==> config.mk <==
export PLATFORM = sky130hd
export DESIGN_NAME = lite_uart_regs
export DESIGN_NICKNAME = d
export VERILOG_FILES = /design/src/rtl/lite_uart_pkg.sv /design/src/rtl/lite_uart_decode.sv /design/src/rtl/lite_uart_rx_fifo.sv /design/src/rtl/lite_uart_ctrl.sv /design/src/rtl/lite_uart_regs.sv
export SDC_FILE = /design/constraint.sdc
export NUM_CORES = 1
export LEC_CHECK = 0
export CAP_MARGIN = 10
export CORE_UTILIZATION = 55
export CTS_BUF_LIST = sky130_fd_sc_hd__clkbuf_4 sky130_fd_sc_hd__clkbuf_8
export DETAILED_ROUTE_END_ITERATION = 8
export GPL_ROUTABILITY_DRIVEN = 0
export PLACE_DENSITY = 0.79
export SETUP_SLACK_MARGIN = 0.02
export SYNTH_ARGS = -nofsm -noshare
export SYNTH_HDL_FRONTEND = slang
export SYNTH_SLANG_ARGS = --single-unit
export TNS_END_PERCENT = 1
==> constraint.sdc <==
create_clock -name clk_i -period 4.81 [get_ports clk_i]
set_input_delay 0.481 -clock clk_i [delete_from_list [all_inputs] [get_ports clk_i]]
set_output_delay 0.481 -clock clk_i [all_outputs]
set_load 0.01 [all_outputs]
==> src/rtl/lite_uart_pkg.sv <==
package lite_uart_pkg;
  localparam int WORD_W = 32;
  localparam int BYTE_W = 8;

  typedef enum logic [1:0] {
    IDX_RXD  = 2'd0,
    IDX_TXD  = 2'd1,
    IDX_STAT = 2'd2,
    IDX_CTRL = 2'd3
  } reg_idx_e;

  localparam int ST_RX_NEMPTY = 0;
  localparam int ST_RX_FULL   = 1;
  localparam int ST_TX_EMPTY  = 2;
  localparam int ST_PEND      = 4;

  localparam int CT_RX_CLR = 1;
  localparam int CT_IRQ_EN = 4;

  typedef struct packed {
    logic rd_rx;
    logic rd_any;
    logic wr_tx;
    logic rd_stat;
    logic wr_ctrl;
  } access_t;
endpackage

==> src/rtl/lite_uart_decode.sv <==
module lite_uart_decode
  import lite_uart_pkg::*;
#(
  parameter int ADDR_W = 8
) (
  input  logic              valid_i,
  input  logic              write_i,
  input  logic [ADDR_W-1:0] addr_i,
  output access_t           acc_o,
  output logic              in_map_o,
  output reg_idx_e          idx_o
);
  logic [ADDR_W-1:0] word_idx;

  always_comb begin
    word_idx = addr_i >> 2;
    in_map_o = (word_idx < ADDR_W'(4));
    idx_o    = reg_idx_e'(word_idx[1:0]);
    acc_o    = '0;
    if (valid_i && in_map_o) begin
      acc_o.rd_any  = !write_i;
      acc_o.rd_rx   = !write_i && (idx_o == IDX_RXD);
      acc_o.rd_stat = !write_i && (idx_o == IDX_STAT);
      acc_o.wr_tx   =  write_i && (idx_o == IDX_TXD);
      acc_o.wr_ctrl =  write_i && (idx_o == IDX_CTRL);
    end
  end
endmodule

==> src/rtl/lite_uart_rx_fifo.sv <==
module lite_uart_rx_fifo #(
  parameter int DEPTH = 8,
  parameter int W     = 8,
  localparam int PTR_W = $clog2(DEPTH),
  localparam int CNT_W = $clog2(DEPTH + 1)
) (
  input  logic             clk_i,
  input  logic             rst_ni,
  input  logic             push_valid_i,
  input  logic [W-1:0]     push_data_i,
  output logic             push_ready_o,
  input  logic             pop_i,
  input  logic             clear_i,
  output logic [W-1:0]     head_o,
  output logic [CNT_W-1:0] count_o,
  output logic             nonempty_next_o
);
  logic [W-1:0]     mem [DEPTH];
  logic [PTR_W-1:0] wr_ptr;
  logic [CNT_W-1:0] count, count_d;
  logic [PTR_W:0]   base;
  logic [PTR_W-1:0] rd_idx;
  logic             push_ok, pop_ok;

  assign push_ready_o = (count != CNT_W'(DEPTH));
  assign push_ok      = push_valid_i && push_ready_o && !clear_i;
  assign pop_ok       = pop_i && (count != '0) && !clear_i;

  always_comb begin
    base = {1'b0, wr_ptr} + (PTR_W+1)'(DEPTH) - (PTR_W+1)'(count);
    if (base >= (PTR_W+1)'(DEPTH)) base = base - (PTR_W+1)'(DEPTH);
    rd_idx = base[PTR_W-1:0];
  end

  always_comb begin
    if (clear_i) count_d = '0;
    else         count_d = count + CNT_W'(push_ok) - CNT_W'(pop_ok);
  end

  assign head_o          = mem[rd_idx];
  assign count_o         = count;
  assign nonempty_next_o = (count_d != '0);

  for (genvar g = 0; g < DEPTH; g++) begin : g_entry
    always_ff @(posedge clk_i or negedge rst_ni) begin
      if (!rst_ni)                                    mem[g] <= '0;
      else if (push_ok && (wr_ptr == PTR_W'(g)))      mem[g] <= push_data_i;
    end
  end

  always_ff @(posedge clk_i or negedge rst_ni) begin
    if (!rst_ni) begin
      wr_ptr <= '0;
      count  <= '0;
    end else begin
      count <= count_d;
      if (clear_i)      wr_ptr <= '0;
      else if (push_ok) wr_ptr <= (wr_ptr == PTR_W'(DEPTH - 1)) ? '0 : wr_ptr + 1'b1;
    end
  end
endmodule

==> src/rtl/lite_uart_ctrl.sv <==
module lite_uart_ctrl
  import lite_uart_pkg::*;
(
  input  logic              clk_i,
  input  logic              rst_ni,
  input  access_t           acc_i,
  input  logic [WORD_W-1:0] wdata_i,
  input  logic              rx_nonempty_i,
  input  logic              rx_nonempty_next_i,
  output logic [WORD_W-1:0] ctrl_o,
  output logic [WORD_W-1:0] txd_o,
  output logic              pend_o,
  output logic              rx_clear_o,
  output logic              tx_valid_o,
  output logic [BYTE_W-1:0] tx_data_o,
  output logic              irq_o
);
  logic [WORD_W-1:0] ctrl_q, txd_q;
  logic              pend_q, pend_d;

  assign rx_clear_o = acc_i.wr_ctrl && wdata_i[CT_RX_CLR];

  always_comb begin
    pend_d = pend_q;
    // serviced only once the FIFO is drained
    if (acc_i.rd_stat && !rx_nonempty_i) pend_d = 1'b0;
    if (rx_nonempty_next_i || acc_i.wr_tx) pend_d = 1'b1;
  end

  always_ff @(posedge clk_i or negedge rst_ni) begin
    if (!rst_ni) begin
      ctrl_q     <= '0;
      txd_q      <= '0;
      pend_q     <= 1'b0;
      tx_valid_o <= 1'b0;
      tx_data_o  <= '0;
    end else begin
      pend_q     <= pend_d;
      tx_valid_o <= acc_i.wr_tx;
      if (acc_i.wr_ctrl) ctrl_q <= wdata_i;
      if (acc_i.wr_tx) begin
        txd_q     <= wdata_i;
        tx_data_o <= wdata_i[BYTE_W-1:0];
      end
    end
  end

  assign ctrl_o = ctrl_q;
  assign txd_o  = txd_q;
  assign pend_o = pend_q;
  assign irq_o  = pend_q && ctrl_q[CT_IRQ_EN];
endmodule

==> src/rtl/lite_uart_regs.sv <==
module lite_uart_regs
  import lite_uart_pkg::*;
#(
  parameter int ADDR_W = 8,
  parameter int DEPTH  = 8,
  localparam int CNT_W = $clog2(DEPTH + 1)
) (
  input  logic              clk_i,
  input  logic              rst_ni,
  input  logic              bus_valid_i,
  input  logic              bus_write_i,
  input  logic [ADDR_W-1:0] bus_addr_i,
  input  logic [31:0]       bus_wdata_i,
  output logic [31:0]       bus_rdata_o,
  input  logic              rx_valid_i,
  input  logic [7:0]        rx_data_i,
  output logic              rx_ready_o,
  output logic              tx_valid_o,
  output logic [7:0]        tx_data_o,
  output logic              irq_o
);
  access_t           acc;
  logic              in_map;
  reg_idx_e          idx;
  logic [BYTE_W-1:0] head;
  logic [CNT_W-1:0]  count;
  logic              nonempty_next, rx_clear, pend_q;
  logic [WORD_W-1:0] ctrl_q, txd_q, status_w, rdata_q;

  lite_uart_decode #(.ADDR_W(ADDR_W)) u_dec (
    .valid_i (bus_valid_i),
    .write_i (bus_write_i),
    .addr_i  (bus_addr_i),
    .acc_o   (acc),
    .in_map_o(in_map),
    .idx_o   (idx)
  );

  lite_uart_rx_fifo #(.DEPTH(DEPTH), .W(BYTE_W)) u_fifo (
    .clk_i          (clk_i),
    .rst_ni         (rst_ni),
    .push_valid_i   (rx_valid_i),
    .push_data_i    (rx_data_i),
    .push_ready_o   (rx_ready_o),
    .pop_i          (acc.rd_rx),
    .clear_i        (rx_clear),
    .head_o         (head),
    .count_o        (count),
    .nonempty_next_o(nonempty_next)
  );

  lite_uart_ctrl u_ctrl (
    .clk_i             (clk_i),
    .rst_ni            (rst_ni),
    .acc_i             (acc),
    .wdata_i           (bus_wdata_i),
    .rx_nonempty_i     (count != '0),
    .rx_nonempty_next_i(nonempty_next),
    .ctrl_o            (ctrl_q),
    .txd_o             (txd_q),
    .pend_o            (pend_q),
    .rx_clear_o        (rx_clear),
    .tx_valid_o        (tx_valid_o),
    .tx_data_o         (tx_data_o),
    .irq_o             (irq_o)
  );

  always_comb begin
    status_w               = '0;
    status_w[ST_RX_NEMPTY] = (count != '0);
    status_w[ST_RX_FULL]   = (count == CNT_W'(DEPTH));
    status_w[ST_TX_EMPTY]  = 1'b1;
    status_w[ST_PEND]      = pend_q;
  end

  always_ff @(posedge clk_i or negedge rst_ni) begin
    if (!rst_ni) begin
      rdata_q <= '0;
    end else if (bus_valid_i && !bus_write_i) begin
      rdata_q <= '0;
      if (in_map && acc.rd_any) begin
        unique case (idx)
          IDX_RXD:  rdata_q <= {{(WORD_W-BYTE_W){1'b0}}, head};
          IDX_TXD:  rdata_q <= txd_q;
          IDX_STAT: rdata_q <= status_w;
          IDX_CTRL: rdata_q <= ctrl_q;
        endcase
      end
    end
  end

  assign bus_rdata_o = rdata_q;
endmodule

==> results of run 1 <==
cell type report:
cell class	count	area, µm²	share of cell area
clock inverters	15	190	0.0207
clock buffers	17	234	0.0255
flip-flops and latches	169	4230	0.461
inverters	12	45.0	0.00491
multi-input cells	335	3270	0.356
repair buffers	100	980	0.107
well taps	180	225	0.0246
stage by stage:
stage / setup WS [ns] / hold WS, ns
detailed placement: 1.00 / 0.470
global placement: 1.06 / 0.462
CTS: 1.43 / 0.0893
floorplan: 1.88 / 0.185
global route: 1.19 / 0.121
finish: 1.46 / 0.0621
cells in the final DEF (no fill, tap or decap), types with 3 or more instances in the layout:
cell             count
bufinv_16            3
ha_1                13
nor4b_4              3
mux2_4               6
mux4_2              16
mux2i_1             26
a211oi_1             3
nor2_1               8
nand2_1             44
o221ai_1             5
o21ai_0             33
nor2b_1              5
a21oi_1              9
clkdlybuf4s50_1     91
mux2_2             124
nor3_4               4
nand2b_1             3
inv_6                3
inv_1               12
dfrtp_1            169
o31ai_1              3
clkbuf_8            17
clkinvlp_4           5
buf_4                7
sequential cells by signal, indices dropped and copies added (netlist names):
signal             flops
u_ctrl.tx_valid_o      1
u_ctrl.txd_o          32
u_fifo.mem            64
u_fifo.wr_ptr          3
u_fifo.count_o         4
u_ctrl.ctrl_o         32
bus_rdata_o           32
u_ctrl.pend_o          1
worst min path at each step:
stage                               start           endpoint  slack [ns]  cells after the start
final                              rst_ni  u_ctrl.ctrl_o[31]        0.06                      1
after global routing               rst_ni  u_ctrl.ctrl_o[10]        0.12                      1
after CTS                          rst_ni  u_fifo.count_o[0]        0.09                      1
after detailed placement  bus_rdata_o[18]    bus_rdata_o[18]        0.47                      2
after global placement    bus_rdata_o[26]    bus_rdata_o[26]        0.46                      2
after floorplan                    rst_ni     bus_rdata_o[0]        0.19                      0
logic make-up after synthesis:
family / after synthesis / synth area share
buffers and inverters: 48 / 0.0365
flip-flops: 169 / 0.543
XOR/XNOR: 3 / 0.00514
AO/OA/AOI/OAI: 60 / 0.0460
multiplexers: 174 / 0.274
adder cells (fa/ha/maj): 15 / 0.0260
AND/OR/NAND/NOR: 83 / 0.0693
power groups by stage:
stage	clock [µW]	combinational (µW)	sequential (µW)
global placement	0	1820	1960
CTS	1090	1880	1980
floorplan	0	1470	1920
finish	1070	1860	1980
detailed placement	0	1870	2000
global route	1140	2010	2020
layer usage:
metal / global-route usage / up-vias / share of wire
met1: 0.301 / 2445 / 0.43
met2: 0.391 / 111 / 0.51
met4: 0.116 / 0 / 0.026
li1: - / 2138 / -
met5: 0 / - / 0
met3: 0.0493 / 35 / 0.037
==> qor.yml, run 1 <==
die:
  core_area_um2: 13800
  die_y_um: 121
  ios: 96
  dieWidth_um: 121
  die_area_um2: 14600
  start_util: 0.563
  num_rows: 43
critical_path:
  cp.depth: 11
  cp-endpoint: "u_ctrl.pend_o"
  crit_type: "input port to register"
  path_buf_inv: 2
  worst_r2r_endpoint: "bus_rdata_o[0]"
  cpMaxStageDelayCell: "clkdlybuf4s50_1"
  cpPeakStageDelay_ns: 0.67
  cp-end-kind: "register"
  cp-start-kind: "input port"
  reg2reg_slack_ns: 1.46
  r2r_cells: 9
  r2r_start: "u_fifo.wr_ptr[0]"
  crit_start: "bus_addr_i[2]"
  worst_ep_arrival_time_ns: 3.68
  required_ns: 5.14
  cp_common_cell: "ha_1"
  crit_chain: "clkdlybuf4s50_1 -> or2_2 -> a2111oi_0 -> ha_1 -> inv_1 -> ha_1 -> fa_1 -> nor2_1 -> nand2_1 -> nor3_1 -> o31ai_1"
  path_max_fanout: 14
  crit_family: "adder cells"
yosys:
  ys_seq_elements: 169
  synth_edf_count: 0
  yosysMostFrequentCell: "dfrtp_1"
  mappedNetlistArea_um2: 7780
  yosys.area.top_type_share: 0.543
  syn_nets: 620
  synth-main-ff-cell: "dfrtp_1"
  yosysWarnings: 0
  async_flop_share: 1.00
  syn-mean-instance-area_um2: 14.1
  synthCells: 552
  synth_area_leaders: "dfrtp_1, mux2_2, mux4_2"
  synth_largest_area_cell: "dfrtp_1"
  ys_types: 46
  yosys-top-cells-count: "dfrtp_1, mux2_2, nand2_1"
  seq_area_frac_synth: 0.543
detailed_routing:
  postRouteAntennaNets: 0
  dr_total_vias: 4729
  drt_wl_total_um: 16100
  wire_per_inst_um: 19.4
  drt_iter0_markers: 220
  viasPerCell: 5.71
  route.detailed.drc: 0
  drt_pre_antenna_iters: 4
sta:
  skew_ns: 0.0142
  period_minus_slack_ns: 3.35
  setup_violations: 0
  fin_crit_sh: 0.695
  hold_violations: 0
  relSlewSlack: 0.404
  fmax_mhz: 299
  drv_slew: 0
  rsz0062_at_grt: "false"
  worst_pin_slew_ns: 0.893
  finalSetupTns_ns: 0
clock_tree:
  cts_root_buffer: "clkbuf_8"
  h-tree-depth: 4
  cts.clk_slew.worst_paths_ns: 0.09
  clk_latency_ns: 0.45
  post_cts_buffers: 0
  hold_buffers: 0
  cts_buffers: 17
  tritoncts: "done"
  ctsResizeCount: 0
  clock_sinks: 169
  clock_path_buffers: 2
place:
  dp.cells: 796
  io_buffers: 93
  place_area_um2: 8750
  dp_hpwl_um: 10700
global_routing:
  grt_first_pass_wirelength_um: 26200
  grt_max_degree: 88
  antenna_found_initial: 0
  grt_pass1_vias: 5038
  grt_usage: 0.238
  grt_overflow: 0
layout:
  antenna_cells: 0
  post-route-cell-area_um2: 9170
  finalNonFillerCells: 828
  nFillCells: 975
  nets: 703
  final_core_util: 0.663
  drive_above_1_share: 0.312
  area_growth_pct: 17.9
hold_path:
  hp-class: "input port to asynchronous set/reset pin"
power:
  internal_power_uw: 3360
  leakage_uw: 0.00408
  p_seq_frac: 0.403
  power_frac_comb: 0.380
  powerDensity_nw_per_um2: 535
  vdd_ir_drop_max_mv: 0.326
  switching_share: 0.316
  switching_power_uw: 1550
  p_clk_frac: 0.217
  p_total_uw: 4910
flow_run:
  cap_violations: 0
outcome:
  status: "finished clean"
No activity file was read; power rests on OpenSTA's default activity.
==> run 2, diff against run 1 <==
Clock period 4.81 ns to 3.3 ns, I/O delays scaled along.
==> qor.yml, run 2 (same netlist as run 1, synthesis figures left out) <==
clock_tree:
  clock_sinks: 169
  cts_root_buffer: "clkbuf_8"
  tritoncts: "done"
  h-tree-depth: 4
  hold_buffers: 1
  clk_latency_ns: 0.47
  post_cts_buffers: 0
  cts.clk_slew.worst_paths_ns: 0.09
  cts_buffers: 17
  ctsResizeCount: 0
  clock_path_buffers: 2
critical_path:
  path_max_fanout: 16
  worst_ep_arrival_time_ns: 3.16
  cp-start-kind: "register"
  cp-end-kind: "register"
  required_ns: 3.66
  crit_type: "register to register"
place:
  place_area_um2: 8830
  preCtsSetupSlack_ns: 0.171
  dp_hpwl_um: 10900
  io_buffers: 93
layout:
  final_core_util: 0.669
  layout_commonest_cell: "dfrtp_1"
  post-route-cell-area_um2: 9250
  area_growth_pct: 18.9
  layout_common_cells: "dfrtp_1, mux2_2, clkdlybuf4s50_1"
  largest_register_ffs: 64
  top_register: "u_fifo.mem"
  nets: 711
  antenna_cells: 0
  drive_above_1_share: 0.318
detailed_routing:
  dr_total_vias: 4741
  drt_pre_antenna_iters: 5
  drt_wl_total_um: 16200
  viasPerCell: 5.68
  drt_iter0_markers: 184
  wire_per_inst_um: 19.4
  postRouteAntennaNets: 0
  route.detailed.drc: 0
sta:
  fin_crit_sh: 0.848
  rsz0062_at_grt: "false"
  holdWs_ns: 0.382
  drv_slew: 0
  skew_ns: 0.0115
  layout_setup_ws_ns: 0.500
  worst_pin_slew_ns: 0.845
  fmax_mhz: 357
  finalSetupTns_ns: 0
  hold_violations: 0
  setup_violations: 0
  relSlewSlack: 0.435
  period_minus_slack_ns: 2.80
flow_run:
  cap_violations: 0
power:
  vdd_ir_drop_max_mv: 0.687
  leakage_uw: 0.00412
  powerDensity_nw_per_um2: 776
global_routing:
  grt_max_degree: 76
  grt_first_pass_wirelength_um: 26500
  antenna_found_initial: 0
  grt_usage: 0.243
  grt_overflow: 0
  grt_pass1_vias: 5123
die:
  dieWidth_um: 121
  start_util: 0.563
  ios: 96
  die_y_um: 121
  num_rows: 43
  die_area_um2: 14600
  core_area_um2: 13800
outcome:
  status: "finished clean"
hold_path:
  hp-class: "input port to register"
## run 2: report_power, final
group	switching (µW)	internal, µW
logic	1170	1600
clock network	734	793
registers	309	2580
## run 2: cell type report
| cell class | instances | area [µm²] |
|---|---|---|
| timing repair buffer | 108 | 1070 |
| sequential | 169 | 4230 |
| clock inverter | 10 | 144 |
| multi-input combinational | 335 | 3270 |
| tap | 180 | 225 |
| fill | 977 | 4580 |
| inverter | 12 | 45.0 |
| clock buffer | 21 | 270 |
## run 2: critical path: stages, from the launching register on
cell	delay, ns
dfrtp_1	0.44
inv_1	0.13
ha_1	0.15
inv_1	0.05
fa_1	0.56
buf_12	0.20
mux4_2	0.52
nor2b_1	0.14
a211o_1	0.32
a22o_1	0.19
## run 2: worst paths after layout
path	from	to	slack, ns	depth (start not counted)
max	u_fifo.wr_ptr[0]	bus_rdata_o[4]	0.50	9
min	bus_addr_i[3]	bus_rdata_o[0]	0.38	4
max reg2reg	u_fifo.wr_ptr[0]	bus_rdata_o[4]	0.50	9
min reg2reg	u_ctrl.ctrl_o[1]	u_ctrl.ctrl_o[1]	0.48	1
max in group asynchronous	rst_ni	u_fifo.mem[17]	1.86	3
min in group asynchronous	rst_ni	bus_rdata_o[31]	0.45	2
## run 2: routing by layer
metal	up-vias	global-route usage	share of wire
met4	0	0.0864	0.017
li1	2157	-	-
met1	2453	0.305	0.43
met3	26	0.0616	0.045
met5	-	0	0
met2	105	0.408	0.51
## run 2: per-stage QoR
step | power (µW) | std cells
floorplan | 4940 | 552
global placement | 5560 | 803
detailed placement | 5700 | 803
CTS | 7250 | 835
global route | 7570 | 835
finish | 7180 | 835
